==> config.mk <==
export PLATFORM = sky130hd
export DESIGN_NAME = snoop_responder
export DESIGN_NICKNAME = d
export VERILOG_FILES = /design/src/rtl/snoop_pkg.sv /design/src/rtl/snoop_parity.sv /design/src/rtl/snoop_tag_array.sv /design/src/rtl/snoop_resp_ctrl.sv /design/src/rtl/snoop_responder.sv
export SDC_FILE = /design/constraint.sdc
export NUM_CORES = 1
export LEC_CHECK = 0
export BUFFER_PORTS_ARGS = -buffer_cell sky130_fd_sc_hd__buf_2
export CORE_MARGIN = 1.5
export CORE_UTILIZATION = 55
export DETAILED_ROUTE_END_ITERATION = 8
export GPL_TIMING_DRIVEN = 0
export PLACE_DENSITY = 0.81
export REMOVE_ABC_BUFFERS = 1
export SYNTH_ARGS = -nofsm -noshare
export SYNTH_HDL_FRONTEND = slang
export SYNTH_HIERARCHICAL = 1
export SYNTH_SLANG_ARGS = --single-unit
==> constraint.sdc <==
create_clock -name clk -period 12.6 [get_ports clk]
set_input_delay 3.78 -clock clk [delete_from_list [all_inputs] [get_ports clk]]
set_output_delay 3.78 -clock clk [all_outputs]
set_load 0.01 [all_outputs]
==> src/rtl/snoop_pkg.sv <==
package snoop_pkg;
   typedef enum logic [1:0] {
      MESI_I = 2'd0,
      MESI_S = 2'd1,
      MESI_E = 2'd2,
      MESI_M = 2'd3
   } mesi_t;
endpackage

==> src/rtl/snoop_parity.sv <==
// Even parity check over a bus plus its parity bit.
module snoop_parity #(
   parameter int W    = 29,
   parameter bit TREE = 1'b1
) (
   input  logic [W-1:0] bits,
   input  logic         par,
   output logic         err
);
   generate
      if (W < 1) begin : g_bad
         $error("snoop_parity: W must be positive");
      end
      if (TREE) begin : g_tree
         assign err = (^bits) ^ par;
      end else begin : g_chain
         logic [W:0] acc;
         assign acc[0] = par;
         for (genvar i = 0; i < W; i++) begin : g_bit
            assign acc[i+1] = acc[i] ^ bits[i];
         end
         assign err = acc[W];
      end
   endgenerate
endmodule

==> src/rtl/snoop_tag_array.sv <==
// Direct-mapped tag and coherence state store; state update beats fill.
module snoop_tag_array
   import snoop_pkg::*;
#(
   parameter int IDX_W = 4,
   parameter int TAG_W = 23
) (
   input  logic             clk,
   input  logic             rst_n,
   input  logic [IDX_W-1:0] rd_idx,
   output logic [TAG_W-1:0] rd_tag,
   output mesi_t            rd_state,
   input  logic             upd_en,
   input  logic [IDX_W-1:0] upd_idx,
   input  mesi_t            upd_state,
   input  logic             fill_en,
   input  logic [IDX_W-1:0] fill_idx,
   input  logic [TAG_W-1:0] fill_tag,
   input  mesi_t            fill_state
);
   localparam int LINES = 1 << IDX_W;

   logic [TAG_W-1:0] tag_q   [LINES];
   mesi_t            state_q [LINES];

   generate
      if (IDX_W < 1 || IDX_W > 10) begin : g_bad
         $error("snoop_tag_array: IDX_W out of range");
      end
      for (genvar l = 0; l < LINES; l++) begin : g_line
         logic upd_hit, fill_hit;
         assign upd_hit  = upd_en  && (upd_idx  == IDX_W'(l));
         assign fill_hit = fill_en && (fill_idx == IDX_W'(l));
         always_ff @(posedge clk or negedge rst_n) begin
            if (!rst_n) begin
               tag_q[l]   <= '0;
               state_q[l] <= MESI_I;
            end else if (upd_hit) begin
               state_q[l] <= upd_state;
            end else if (fill_hit) begin
               tag_q[l]   <= fill_tag;
               state_q[l] <= fill_state;
            end
         end
      end
   endgenerate

   assign rd_tag   = tag_q[rd_idx];
   assign rd_state = state_q[rd_idx];
endmodule

==> src/rtl/snoop_resp_ctrl.sv <==
// Response stage: registered results, writeback hold.
module snoop_resp_ctrl (
   input  logic clk,
   input  logic rst_n,
   input  logic lk_vld,
   input  logic lk_hit,
   input  logic lk_mod,
   input  logic lk_perr,
   input  logic wb_done,
   output logic hit,
   output logic hit_mod,
   output logic par_err,
   output logic wb_req
);
   logic pend_q, hit_q, perr_q, wbr_q;

   always_ff @(posedge clk or negedge rst_n) begin
      if (!rst_n) begin
         pend_q <= 1'b0;
         hit_q  <= 1'b0;
         perr_q <= 1'b0;
         wbr_q  <= 1'b0;
      end else begin
         perr_q <= lk_vld & lk_perr;
         wbr_q  <= lk_mod;
         hit_q  <= lk_hit | (pend_q & ~wb_done);
         if (lk_mod)       pend_q <= 1'b1;
         else if (wb_done) pend_q <= 1'b0;
      end
   end

   assign hit     = hit_q;
   assign hit_mod = pend_q;
   assign par_err = perr_q;
   assign wb_req  = wbr_q;
endmodule

==> src/rtl/snoop_responder.sv <==
module snoop_responder
   import snoop_pkg::*;
#(
   parameter int ADDR_W   = 32,
   parameter int LO_BIT   = 3,
   parameter int LINE_LSB = 5,
   parameter int IDX_W    = 4,
   parameter bit PAR_TREE = 1'b1
) (
   input  logic                       clk,
   input  logic                       rst_n,
   input  logic                       inq_strobe,
   input  logic [ADDR_W-1:LO_BIT]     inq_addr,
   input  logic                       inq_par,
   input  logic                       inq_inv,
   input  logic                       wb_done,
   input  logic                       fill_en,
   input  logic [ADDR_W-1:LINE_LSB]   fill_addr,
   input  logic [1:0]                 fill_state,
   output logic                       hit,
   output logic                       hit_mod,
   output logic                       par_err,
   output logic                       wb_req,
   output logic                       busy
);
   localparam int PAR_W = ADDR_W - LO_BIT;
   localparam int TAG_W = ADDR_W - LINE_LSB - IDX_W;
   localparam int TAG_LSB = LINE_LSB + IDX_W;

   generate
      if (LINE_LSB < LO_BIT || TAG_W < 1) begin : g_bad
         $error("snoop_responder: bad address split");
      end
   endgenerate

   logic             accept, perr_c;
   logic             p1_vld_q, p1_inv_q, p1_perr_q;
   logic [IDX_W-1:0] p1_idx_q;
   logic [TAG_W-1:0] p1_tag_q;
   logic [TAG_W-1:0] rd_tag;
   mesi_t            rd_state;
   logic             lk_hit, lk_mod;
   mesi_t            upd_state;

   assign accept = inq_strobe & ~busy;

   snoop_parity #(.W(PAR_W), .TREE(PAR_TREE)) u_par (
      .bits (inq_addr),
      .par  (inq_par),
      .err  (perr_c)
   );

   always_ff @(posedge clk or negedge rst_n) begin
      if (!rst_n) begin
         p1_vld_q  <= 1'b0;
         p1_inv_q  <= 1'b0;
         p1_perr_q <= 1'b0;
         p1_idx_q  <= '0;
         p1_tag_q  <= '0;
      end else begin
         p1_vld_q <= accept;
         if (accept) begin
            p1_inv_q  <= inq_inv;
            p1_perr_q <= perr_c;
            p1_idx_q  <= inq_addr[TAG_LSB-1:LINE_LSB];
            p1_tag_q  <= inq_addr[ADDR_W-1:TAG_LSB];
         end
      end
   end

   assign lk_hit    = p1_vld_q && (rd_state != MESI_I) && (rd_tag == p1_tag_q);
   assign lk_mod    = lk_hit && (rd_state == MESI_M);
   assign upd_state = p1_inv_q ? MESI_I : MESI_S;

   snoop_tag_array #(.IDX_W(IDX_W), .TAG_W(TAG_W)) u_arr (
      .clk        (clk),
      .rst_n      (rst_n),
      .rd_idx     (p1_idx_q),
      .rd_tag     (rd_tag),
      .rd_state   (rd_state),
      .upd_en     (lk_hit),
      .upd_idx    (p1_idx_q),
      .upd_state  (upd_state),
      .fill_en    (fill_en),
      .fill_idx   (fill_addr[TAG_LSB-1:LINE_LSB]),
      .fill_tag   (fill_addr[ADDR_W-1:TAG_LSB]),
      .fill_state (mesi_t'(fill_state))
   );

   snoop_resp_ctrl u_ctrl (
      .clk     (clk),
      .rst_n   (rst_n),
      .lk_vld  (p1_vld_q),
      .lk_hit  (lk_hit),
      .lk_mod  (lk_mod),
      .lk_perr (p1_perr_q),
      .wb_done (wb_done),
      .hit     (hit),
      .hit_mod (hit_mod),
      .par_err (par_err),
      .wb_req  (wb_req)
   );

   assign busy = p1_vld_q | hit_mod;
endmodule

==> metrics.md, run 1 <==
| Metric | Value |
|---|---|
| Status | `completed` |
| Layout cells sized above 1 | `45.9%` |
| H-tree depth | `2` |
| Clock slew at reported path FFs | `0.06 ns` |
| Register area share after synthesis | `53.2%` |
| Worst Tran Pin Value | `1.13 ns` |
| Min-delay src | `u_arr/tag_q[259]` |
| First-pass GRT wire length | `80000 µm` |
| Via/cell ratio | `6.54` |
| Final net count | `1495` |
| Fin crit period | `6.99 ns` |
| Pwr per Cell Area | `178 nW/µm²` |
| Die X-Extent | `196 µm` |
| Chip Height | `196 µm` |
| Final hold vios | `0` |
| Synthesized-area fraction occupied by and/or/nand/nor cells | `4.04%` |
| Die Area | `38300 µm²` |
| Unique cell type count in the Yosys netlist | `43` |
| CTS buffer count | `45` |
| Reg power frac | `46.5%` |
| Root buf cell | `clkbuf_16` |
| All-Layer GR Usage | `27.4%` |
| Int Power | `2.99 mW` |
| Row Count | `70` |
| Placer Congestion | `0.850` |
| Drt drc | `0` |
| Largest family of logic cells by synthesized area | `multiplexers` |
| Initial core utilization | `55.8%` |
| Final setup viols | `0` |
| CTS tree | `yes` |
| Worst Setup End Kind | `register` |
| Leakage | `9.61 nW` |
| Hold Buf Count CTS | `0` |
| FF+latch area | `10900 µm²` |
| XOR/XNOR Fraction of Synth Area | `2.34%` |
| Gate power share | `21.2%` |
| Initial antenna violation count | `2` |
| CTS resizes | `0` |
| Pin count of the biggest net entering global routing | `122` |
| Met3 wire len | `3440 µm` |
| Critical path required time | `13.04 ns` |
| Number of synthesized register bits | `434` |
| Max-Cap Viols | `0` |
| PortBufs | `69` |
| Post-synth EDFFs | `0` |
| Max FO, Critical Path | `25` |
| I/O pins | `70` |
| WL met1 | `21300 µm` |
| Core area | `36600 µm²` |
| Layout fillers | `2571` |
| Vias in the first global route | `13500` |
| Clk_skew | `0.0230 ns` |
| Compound-gate portion of the synthesized area | `4.69%` |
| Synth Cell Area | `20400 µm²` |
| Max-slew violations | `0` |
| Hold EP | `u_arr/tag_q[259]` |
| Post-placement cell count | `1851` |
| Layout area overhead | `13.1%` |
| Iteration-0 DRC Markers | `1209` |
| WS Path Type | `reg2reg` |
| Min-Delay Path Depth | `1` |
| Clock share of power | `32.3%` |
| Hold_ws | `0.481 ns` |
| R2r setup slk | `5.61 ns` |
| Psw | `1.11 mW` |
| Setup TNS | `0 ns` |
| Drt wl/cell | `26.4 µm` |
| Post-synthesis async set-or-reset flop share | `100%` |
| Skew-Pair Late Insertion Delay | `0.57 ns` |
| Sw frac | `27.1%` |
| Syn Inst Count | `1398` |
| Final core utilization | `63.1%` |
| Multiplexer share of the synthesized area | `32.9%` |
| Antenna viol nets, final | `0` |
| Clock sink count | `434` |
| Gr ovfl total | `0` |
| Vias | `12700` |
| Pre-antenna DRT Iters | `5` |
| Top routing layer used | `met5` |
| DPL Wire Length | `32400 µm` |
| Number of buffers on the longest clock path | `3` |
| Post-Synth Adder-Cell Area | `0%` |
| RSZ-0062 raised after global routing | `no` |
| Final period util | `55.5%` |
| Layout Cells excl Fill | `1935` |
| Synth Flop Type | `dfrtp_1` |
| Crit path DAT | `7.43 ns` |
| Post-CTS setup buffer count | `0` |
| Path depth of the worst reg2reg path | `12` |
| Rel. slew slack | `24.3%` |
| FF-to-FF End | `u_arr/tag_q[243]` |
| Hold Path Class | `reg2reg` |
| FMAX | `143 MHz` |
| Worst reg2reg startpoint | `p1_idx_q[3]` |
| Routed met2 length | `24500 µm` |
| Routed WL | `51000 µm` |
| CP Launch Type | `register` |
| Max VDD drop | `128 µV` |
| Avg Cell Area, Syn | `14.6 µm²` |
| Footprint of the multi-input gates | `9110 µm²` |
| YS warnings | `6` |
-- area by class of cell --
class	instances	area share (%)
inverters	2	0.0325
multi-input cells	836	39.4
well taps	468	2.54
diodes	1	0.0108
flip-flops and latches	434	47.1
repair buffers	111	4.52
clock buffers	66	5.57
clock inverters	17	0.813
-- placed cells by master, fill, tap and decap left out, types with 3 or more instances in the layout --
cell       instances
nor2b_1            4
a311oi_4           3
buf_4              7
o21ai_0           34
xnor2_1           24
clkbuf_16         45
clkinv_2           9
xnor3_1            3
nand3b_1           4
a22oi_1           50
dfrtp_1          432
a211oi_4          11
clkbuf_8           8
bufinv_16          3
clkbuf_1          13
nand2b_1           7
nor3_1            33
a31oi_1           32
mux2_1            30
and3b_1            4
mux2_2           366
buf_8             26
xor2_1            21
buf_2             68
buf_16             8
nand3_1           39
nand2_1           42
nor4_1             5
mux4_2           100
-- power groups by stage --
stage	sequential [mW]	combinational, mW	clock, mW
after floorplan	1.87	0.644	0
after global placement	1.92	0.810	0
after detailed placement	1.92	0.859	0
after CTS	1.90	0.869	1.35
after global routing	1.94	0.931	1.41
final	1.91	0.872	1.32
-- critical path, cell delays in order (launching register included) --
cell and delay, ns:
dfrtp_1 0.96, nor2b_4 0.98, a22oi_1 0.20, nand2_1 0.13, xor2_1 0.08, nor4_1 0.60
nand3_1 0.31, nor3_1 0.97, nand3b_1 0.64, o211ai_1 1.01, buf_4 0.35, buf_4 0.24
mux2_2 0.36
-- synth_stat cells, drive strengths merged (7+ instances only) --
cell type	instances	area, µm²
a211oi	11	153
nand2b	7	43.8
o21ai	34	170
mux2	396	4460
a31oi	32	200
nand3	39	195
nor3	33	165
mux4	100	2250
clkbuf	64	243
xnor2	25	226
nand2	42	158
buf	62	329
dfrtp	434	10900
xor2	21	184
a22oi	50	375
-- worst max path at each step --
| stage | start | endpoint | slack, ns |
|---|---|---|---|
| 2_1_floorplan | p1_idx_q[0] | u_arr/tag_q[230] | 4.20 |
| 3_3_place_gp | p1_idx_q[0] | u_arr/tag_q[245] | -0.62 |
| 3_5_place_dp | p1_idx_q[0] | u_arr/tag_q[243] | 5.81 |
| 4_1_cts | p1_idx_q[0] | u_arr/tag_q[243] | 5.72 |
| 5_1_grt | p1_idx_q[0] | u_arr/tag_q[243] | 5.34 |
| 6_report | p1_idx_q[3] | u_arr/tag_q[243] | 5.61 |
-- kinds of logic (layout without fill, tap and decap cells) --
logic type / Yosys count / after routing
xor gates and xnor gates: 49 / 49
muxes: 496 / 496
buffers and inverters: 128 / 196
AOI/OAI and AO/OA: 132 / 132
DFF: 434 / 434
other: 1 / 2
and+or+nand+nor: 158 / 158
-- stage by stage --
step                      area [µm²]  power [mW]  setup WS [ns]
final                          23100        4.10           5.61
after global routing           23100        4.28           5.34
after CTS                      23100        4.12           5.72
after detailed placement       21600        2.78           5.81
after global placement         20800        2.73         -0.624
after floorplan                19800        2.51           4.20
-- flip-flops by register name, indices dropped and copies added (netlist names) --
name	cells
u_ctrl/hit_mod	1
p1_tag_q	23
p1_inv_q	1
u_arr/state_q	32
u_ctrl/wb_req	1
u_arr/tag_q	368
p1_idx_q	4
p1_vld_q	1
u_ctrl/hit	1
u_ctrl/par_err	1
p1_perr_q	1
-- per-layer routing --
| metal | GRT usage [%] | up-vias |
|---|---|---|
| li1 | - | 5266 |
| met2 | 44.0 | 559 |
| met5 | 0 | - |
| met3 | 4.44 | 156 |
| met1 | 38.3 | 6675 |
| met4 | 9.77 | 2 |
(Power assumes the default switching activity.)
==> run 2, diff against run 1 <==
==> constraint.sdc (replaced) <==
create_clock -name clk -period 7.15 [get_ports clk]
set_input_delay 2.145 -clock clk [delete_from_list [all_inputs] [get_ports clk]]
set_output_delay 2.145 -clock clk [all_outputs]
set_load 0.01 [all_outputs]
==> metrics.md, run 2 (synthesized netlist as in run 1, its figures left out) <==
| Metric | Value |
|---|---|
| Status | `completed` |
| CP Launch Type | `register` |
| Root buf cell | `clkbuf_16` |
| I/O pins | `70` |
| M1 GR Usage | `38.2%` |
| Die X-Extent | `196 µm` |
| Chip Height | `196 µm` |
| Max-Cap Viols | `0` |
| Via/cell ratio | `6.58` |
| Top reg by flops | `u_arr/tag_q` |
| Critical path required time | `7.58 ns` |
| Vias in the first global route | `13500` |
| Final period util | `92.1%` |
| H-tree depth | `2` |
| Skew-Pair Late Insertion Delay | `0.57 ns` |
| Most common cell after layout, fill and taps aside | `dfrtp_1` |
| Rel. slew slack | `25.3%` |
| Met2 global-route usage | `44.0%` |
| All-Layer GR Usage | `27.4%` |
| Vias | `12700` |
| CTS tree | `yes` |
| Layout cells sized above 1 | `45.9%` |
| Routed WL | `51100 µm` |
| Worst reg2reg startpoint | `p1_idx_q[3]` |
| Number of buffers on the longest clock path | `3` |
| Clk_skew | `0.0238 ns` |
| Worst Setup End Kind | `register` |
| CTS buffer count | `45` |
| Pwr per Cell Area | `313 nW/µm²` |
| Path depth of the worst reg2reg path | `12` |
| Initial antenna violation count | `2` |
| Core area | `36600 µm²` |
| Hold Buf Count CTS | `0` |
| Min-delay src | `u_arr/tag_q[259]` |
| Min-Delay Path Depth | `1` |
| Crit. Startpoint | `p1_idx_q[3]` |
| Max-slew violations | `0` |
| FF+latch area | `10900 µm²` |
| Top flop regs | `u_arr/tag_q (368), u_arr/state_q (32), p1_tag_q (23)` |
| Gr ovfl total | `0` |
| First-pass GRT wire length | `80000 µm` |
| Antenna viol nets, final | `0` |
| Leakage | `9.61 nW` |
| FMAX | `152 MHz` |
| Row Count | `70` |
| Final worst setup slack | `0.564 ns` |
| Clock slew at reported path FFs | `0.06 ns` |
| Max reg flops | `368` |
| Drt drc | `0` |
| Placer Congestion | `0.850` |
| Drt wl/cell | `26.4 µm` |
| PortBufs | `69` |
| Pre-antenna DRT Iters | `5` |
| Fin crit period | `6.59 ns` |
| GRT Max-Usage Layer | `met2` |
| Iteration-0 DRC Markers | `1240` |
| RSZ-0062 raised after global routing | `no` |
| Max FO, Critical Path | `25` |
| Die Area | `38300 µm²` |
| Most frequent cells in the layout | `432 x dfrtp_1, 366 x mux2_2, 100 x mux4_2` |
| Final hold vios | `0` |
| Final net count | `1496` |
| Pin count of the biggest net entering global routing | `122` |
| Layout area overhead | `13.1%` |
| Clock sink count | `434` |
| Crit path DAT | `7.02 ns` |
| Worst Tran Pin Value | `1.11 ns` |
| Setup TNS | `0 ns` |
| Footprint of the multi-input gates | `9110 µm²` |
| Initial core utilization | `55.8%` |
| WS Path Type | `reg2reg` |
| Pre-CTS setup slack | `0.357 ns` |
| Final setup viols | `0` |
| Max VDD drop | `225 µV` |
| DPL Wire Length | `32400 µm` |
| Layout fillers | `2569` |
| Hold Path Class | `reg2reg` |
| Routing usage on met3 | `4.40%` |
-- run 2: cell count changes in the layout (fill, tap and decap cells not counted), sizes merged --
cell and change:
buf +1
-- run 2: what timing repair did --
action                                  CTS  global route
endpoints found under the setup margin    0             6
resized for setup                         0             0
endpoints found under the hold margin     0             0
buffers inserted                          0             1
-- run 2: layer usage --
metal / up-vias / wire (µm) / share of wire [%]
met5: - / 17 / 0.033
met4: 2 / 1900 / 3.7
met3: 156 / 3610 / 7.1
met2: 586 / 24400 / 48
met1: 6731 / 21200 / 41
li1: 5268 / - / -
-- run 2: area by class of cell --
cell class / instances / share of cell area (%)
antenna: 1 / 0.0108
clock buffer: 66 / 5.56
clock inverter: 17 / 0.813
inverter: 2 / 0.0325
multi-input combinational: 836 / 39.4
sequential: 434 / 47.1
tap: 468 / 2.54
timing repair buffer: 112 / 4.55
-- run 2: stage by stage --
step	power [mW]	cell area, µm²	cells	hold WS [ns]	utilization, %
after global routing	7.54	23100	1936	0.508	63.1
after floorplan	4.42	19800	1272	0.449	-
after CTS	7.26	23100	1934	0.486	63.1
after global placement	4.81	20800	1809	0.463	56.7
final	7.23	23100	1936	0.480	63.1
after detailed placement	4.90	21600	1851	0.473	59.0
-- run 2: critical path, cell delays in order, from the launching register on --
cell,delay (ns)
dfrtp_1,0.96
nor2b_4,0.98
a22oi_1,0.20
nand2_1,0.13
xor2_1,0.08
nor4_1,0.60
nand3_1,0.32
nor3_1,0.96
nand3b_1,0.64
o211ai_1,0.70
buf_4,0.28
buf_4,0.21
mux2_2,0.36
-- run 2: final timing paths --
| check | to | slack, ns |
|---|---|---|
| worst max-delay path | u_arr/tag_q[51] | 0.56 |
| worst min-delay path | u_arr/tag_q[259] | 0.48 |
| worst max register to register | u_arr/tag_q[51] | 0.56 |
| worst min register to register | u_arr/tag_q[259] | 0.48 |
| max in group asynchronous | p1_idx_q[0] | 3.87 |
| min in group asynchronous | u_arr/state_q[31] | 1.62 |
-- run 2: power breakdown --
group,switching (mW),internal (mW)
Clock,0.975,1.36
Combinational,0.642,0.893
Sequential,0.349,3.01
Total,1.97,5.27
==> run 3, diff against run 2 <==
--- a/config.mk
+++ b/config.mk
@@ -6,10 +6,10 @@
 export NUM_CORES = 1
 export LEC_CHECK = 0
 export BUFFER_PORTS_ARGS = -buffer_cell sky130_fd_sc_hd__buf_2
+export CAP_MARGIN = 30
 export CORE_MARGIN = 1.5
 export CORE_UTILIZATION = 55
 export DETAILED_ROUTE_END_ITERATION = 8
-export GPL_TIMING_DRIVEN = 0
 export PLACE_DENSITY = 0.81
 export REMOVE_ABC_BUFFERS = 1
 export SYNTH_ARGS = -nofsm -noshare
==> metrics.md, run 3 (synthesized netlist as in run 1, its figures left out) <==
| Metric | Value |
|---|---|
| Status | `completed` |
| Critical path required time | `7.59 ns` |
| Inserted Diodes | `0` |
| Clk_skew | `0.0191 ns` |
| Initial core utilization | `55.8%` |
| Final core utilization | `62.3%` |
| Placer Congestion | `0.909` |
| Top reg by flops | `u_arr/tag_q` |
| Final net count | `1493` |
| Crit-path max cell delay | `0.85 ns` |
| Die Area | `38300 µm²` |
| Worst path most repeated cell | `buf_4` |
| Pin count of the biggest net entering global routing | `144` |
| Worst Setup End Kind | `register` |
| Clock sink count | `434` |
| Pre-antenna DRT Iters | `6` |
| Worst Tran Pin Value | `0.978 ns` |
| Layout Cells excl Fill | `1926` |
| Drt wl/cell | `26.3 µm` |
| Die X-Extent | `196 µm` |
| Delay-heaviest family, CP | `simple AND/OR/NAND/NOR gates` |
| Max VDD drop | `229 µV` |
| WS Path Type | `reg2reg` |
| Vias | `12500` |
| Pre-CTS setup slack | `1.63 ns` |
| All-Layer GR Usage | `27.3%` |
| Hold Buf Count CTS | `0` |
| Crit path DAT | `6.20 ns` |
| Top flop regs | `u_arr/tag_q (368), u_arr/state_q (32), p1_tag_q (23)` |
| Post-placement cell count | `1846` |
| Most common cell after layout, fill and taps aside | `dfrtp_1` |
| Final worst setup slack | `1.39 ns` |
| Iteration-0 DRC Markers | `1045` |
| Layout fillers | `2662` |
| Routed WL | `50700 µm` |
| Antenna viol nets, final | `0` |
| Final hold vios | `0` |
| FMAX | `173 MHz` |
| Number of buffers on the longest clock path | `3` |
| Max FO, Critical Path | `46` |
| Max reg flops | `368` |
| Hold_ws | `0.475 ns` |
| Vias in the first global route | `13300` |
| CTS buffer count | `46` |
| Initial antenna violation count | `1` |
| Drt drc | `0` |
| Root buf cell | `clkbuf_16` |
| H-tree depth | `2` |
| First-pass GRT wire length | `79600 µm` |
| CTS resizes | `0` |
| Gr ovfl total | `0` |
| CTS tree | `yes` |
| Max-Cap Viols | `0` |
| Final setup viols | `0` |
| Layout area overhead | `11.6%` |
| Crit path cell chain | `buf_4 > mux4_2 > a22oi_1 > nand2_1 > xor2_1 > nor4_1 > nand3_1 > nor3_1 > nand3b_1 > o211ai_1 > buf_4 > mux2_2` |
| CP Launch Type | `register` |
| Via/cell ratio | `6.51` |
| Fin crit period | `5.76 ns` |
| Buffers & Inverters on Critical Path | `2` |
| DPL Wire Length | `30800 µm` |
| RSZ-0062 raised after global routing | `no` |
| Most frequent cells in the layout | `432 x dfrtp_1, 366 x mux2_2, 100 x mux4_2` |
| Layout cells sized above 1 | `45.8%` |
| Rel. slew slack | `34.6%` |
| PortBufs | `69` |
| Setup TNS | `0 ns` |
| Row Count | `70` |
| Final period util | `80.6%` |
| Clock slew at reported path FFs | `0.06 ns` |
| Core area | `36600 µm²` |
| Chip Height | `196 µm` |
| I/O pins | `70` |
| Hold Path Class | `reg2reg` |
| Skew-Pair Late Insertion Delay | `0.57 ns` |
| Pwr per Cell Area | `322 nW/µm²` |
| Leakage | `9.53 nW` |
| Cell with the largest stage delay on the worst path | `dfrtp_4` |
| Post-CTS setup buffer count | `0` |
| Max-slew violations | `0` |
[run 3: cell count changes in the layout (fill, tap and decap cells not counted), sizes merged]
cell / delta
buf: -4
bufinv: +1
clkbuf: +2
clkinv: -4
clkinvlp: -2
diode: -1
inv: -2
[run 3: worst paths after layout]
kind	from	to	slack, ns	depth (start not counted)
max	p1_idx_q[1]	u_arr/tag_q[236]	1.39	12
min	p1_perr_q	u_ctrl/par_err	0.48	1
max reg2reg	p1_idx_q[1]	u_arr/tag_q[236]	1.39	12
min reg2reg	p1_perr_q	u_ctrl/par_err	0.48	1
max in group asynchronous	rst_n	p1_idx_q[1]	4.13	2
min in group asynchronous	rst_n	u_arr/state_q[31]	1.66	1
[run 3: routing by layer]
| layer | wire [µm] | vias to the layer above | part of all wire, % | global-route usage (%) |
|---|---|---|---|---|
| li1 | - | 5247 | - | - |
| met1 | 20900 | 6643 | 41 | 37.8 |
| met2 | 24100 | 509 | 48 | 42.9 |
| met3 | 3340 | 145 | 6.6 | 4.59 |
| met4 | 2300 | 2 | 4.5 | 12.1 |
| met5 | 13 | - | 0.026 | 0 |
[run 3: area by class of cell]
| class | count | area [µm²] | share of cell area (%) |
|---|---|---|---|
| well taps | 468 | 586 | 2.57 |
| multi-input cells | 836 | 9090 | 39.9 |
| clock inverters | 10 | 176 | 0.774 |
| flip-flops and latches | 434 | 10900 | 47.7 |
| clock buffers | 68 | 1360 | 5.98 |
| inverters | 2 | 7.51 | 0.0329 |
| repair buffers | 108 | 703 | 3.08 |
[run 3: power breakdown]
part	internal (mW)	total, mW	switching (mW)
clock	1.46	2.43	0.968
sequential	3.01	3.35	0.340
combinational	0.884	1.55	0.667
[run 3: through the flow]
step	power, mW	cell area [µm²]
after global routing	7.63	22800
after detailed placement	4.91	21200
after CTS	7.35	22800
after floorplan	4.42	19800
after global placement	4.82	21200
final	7.33	22800
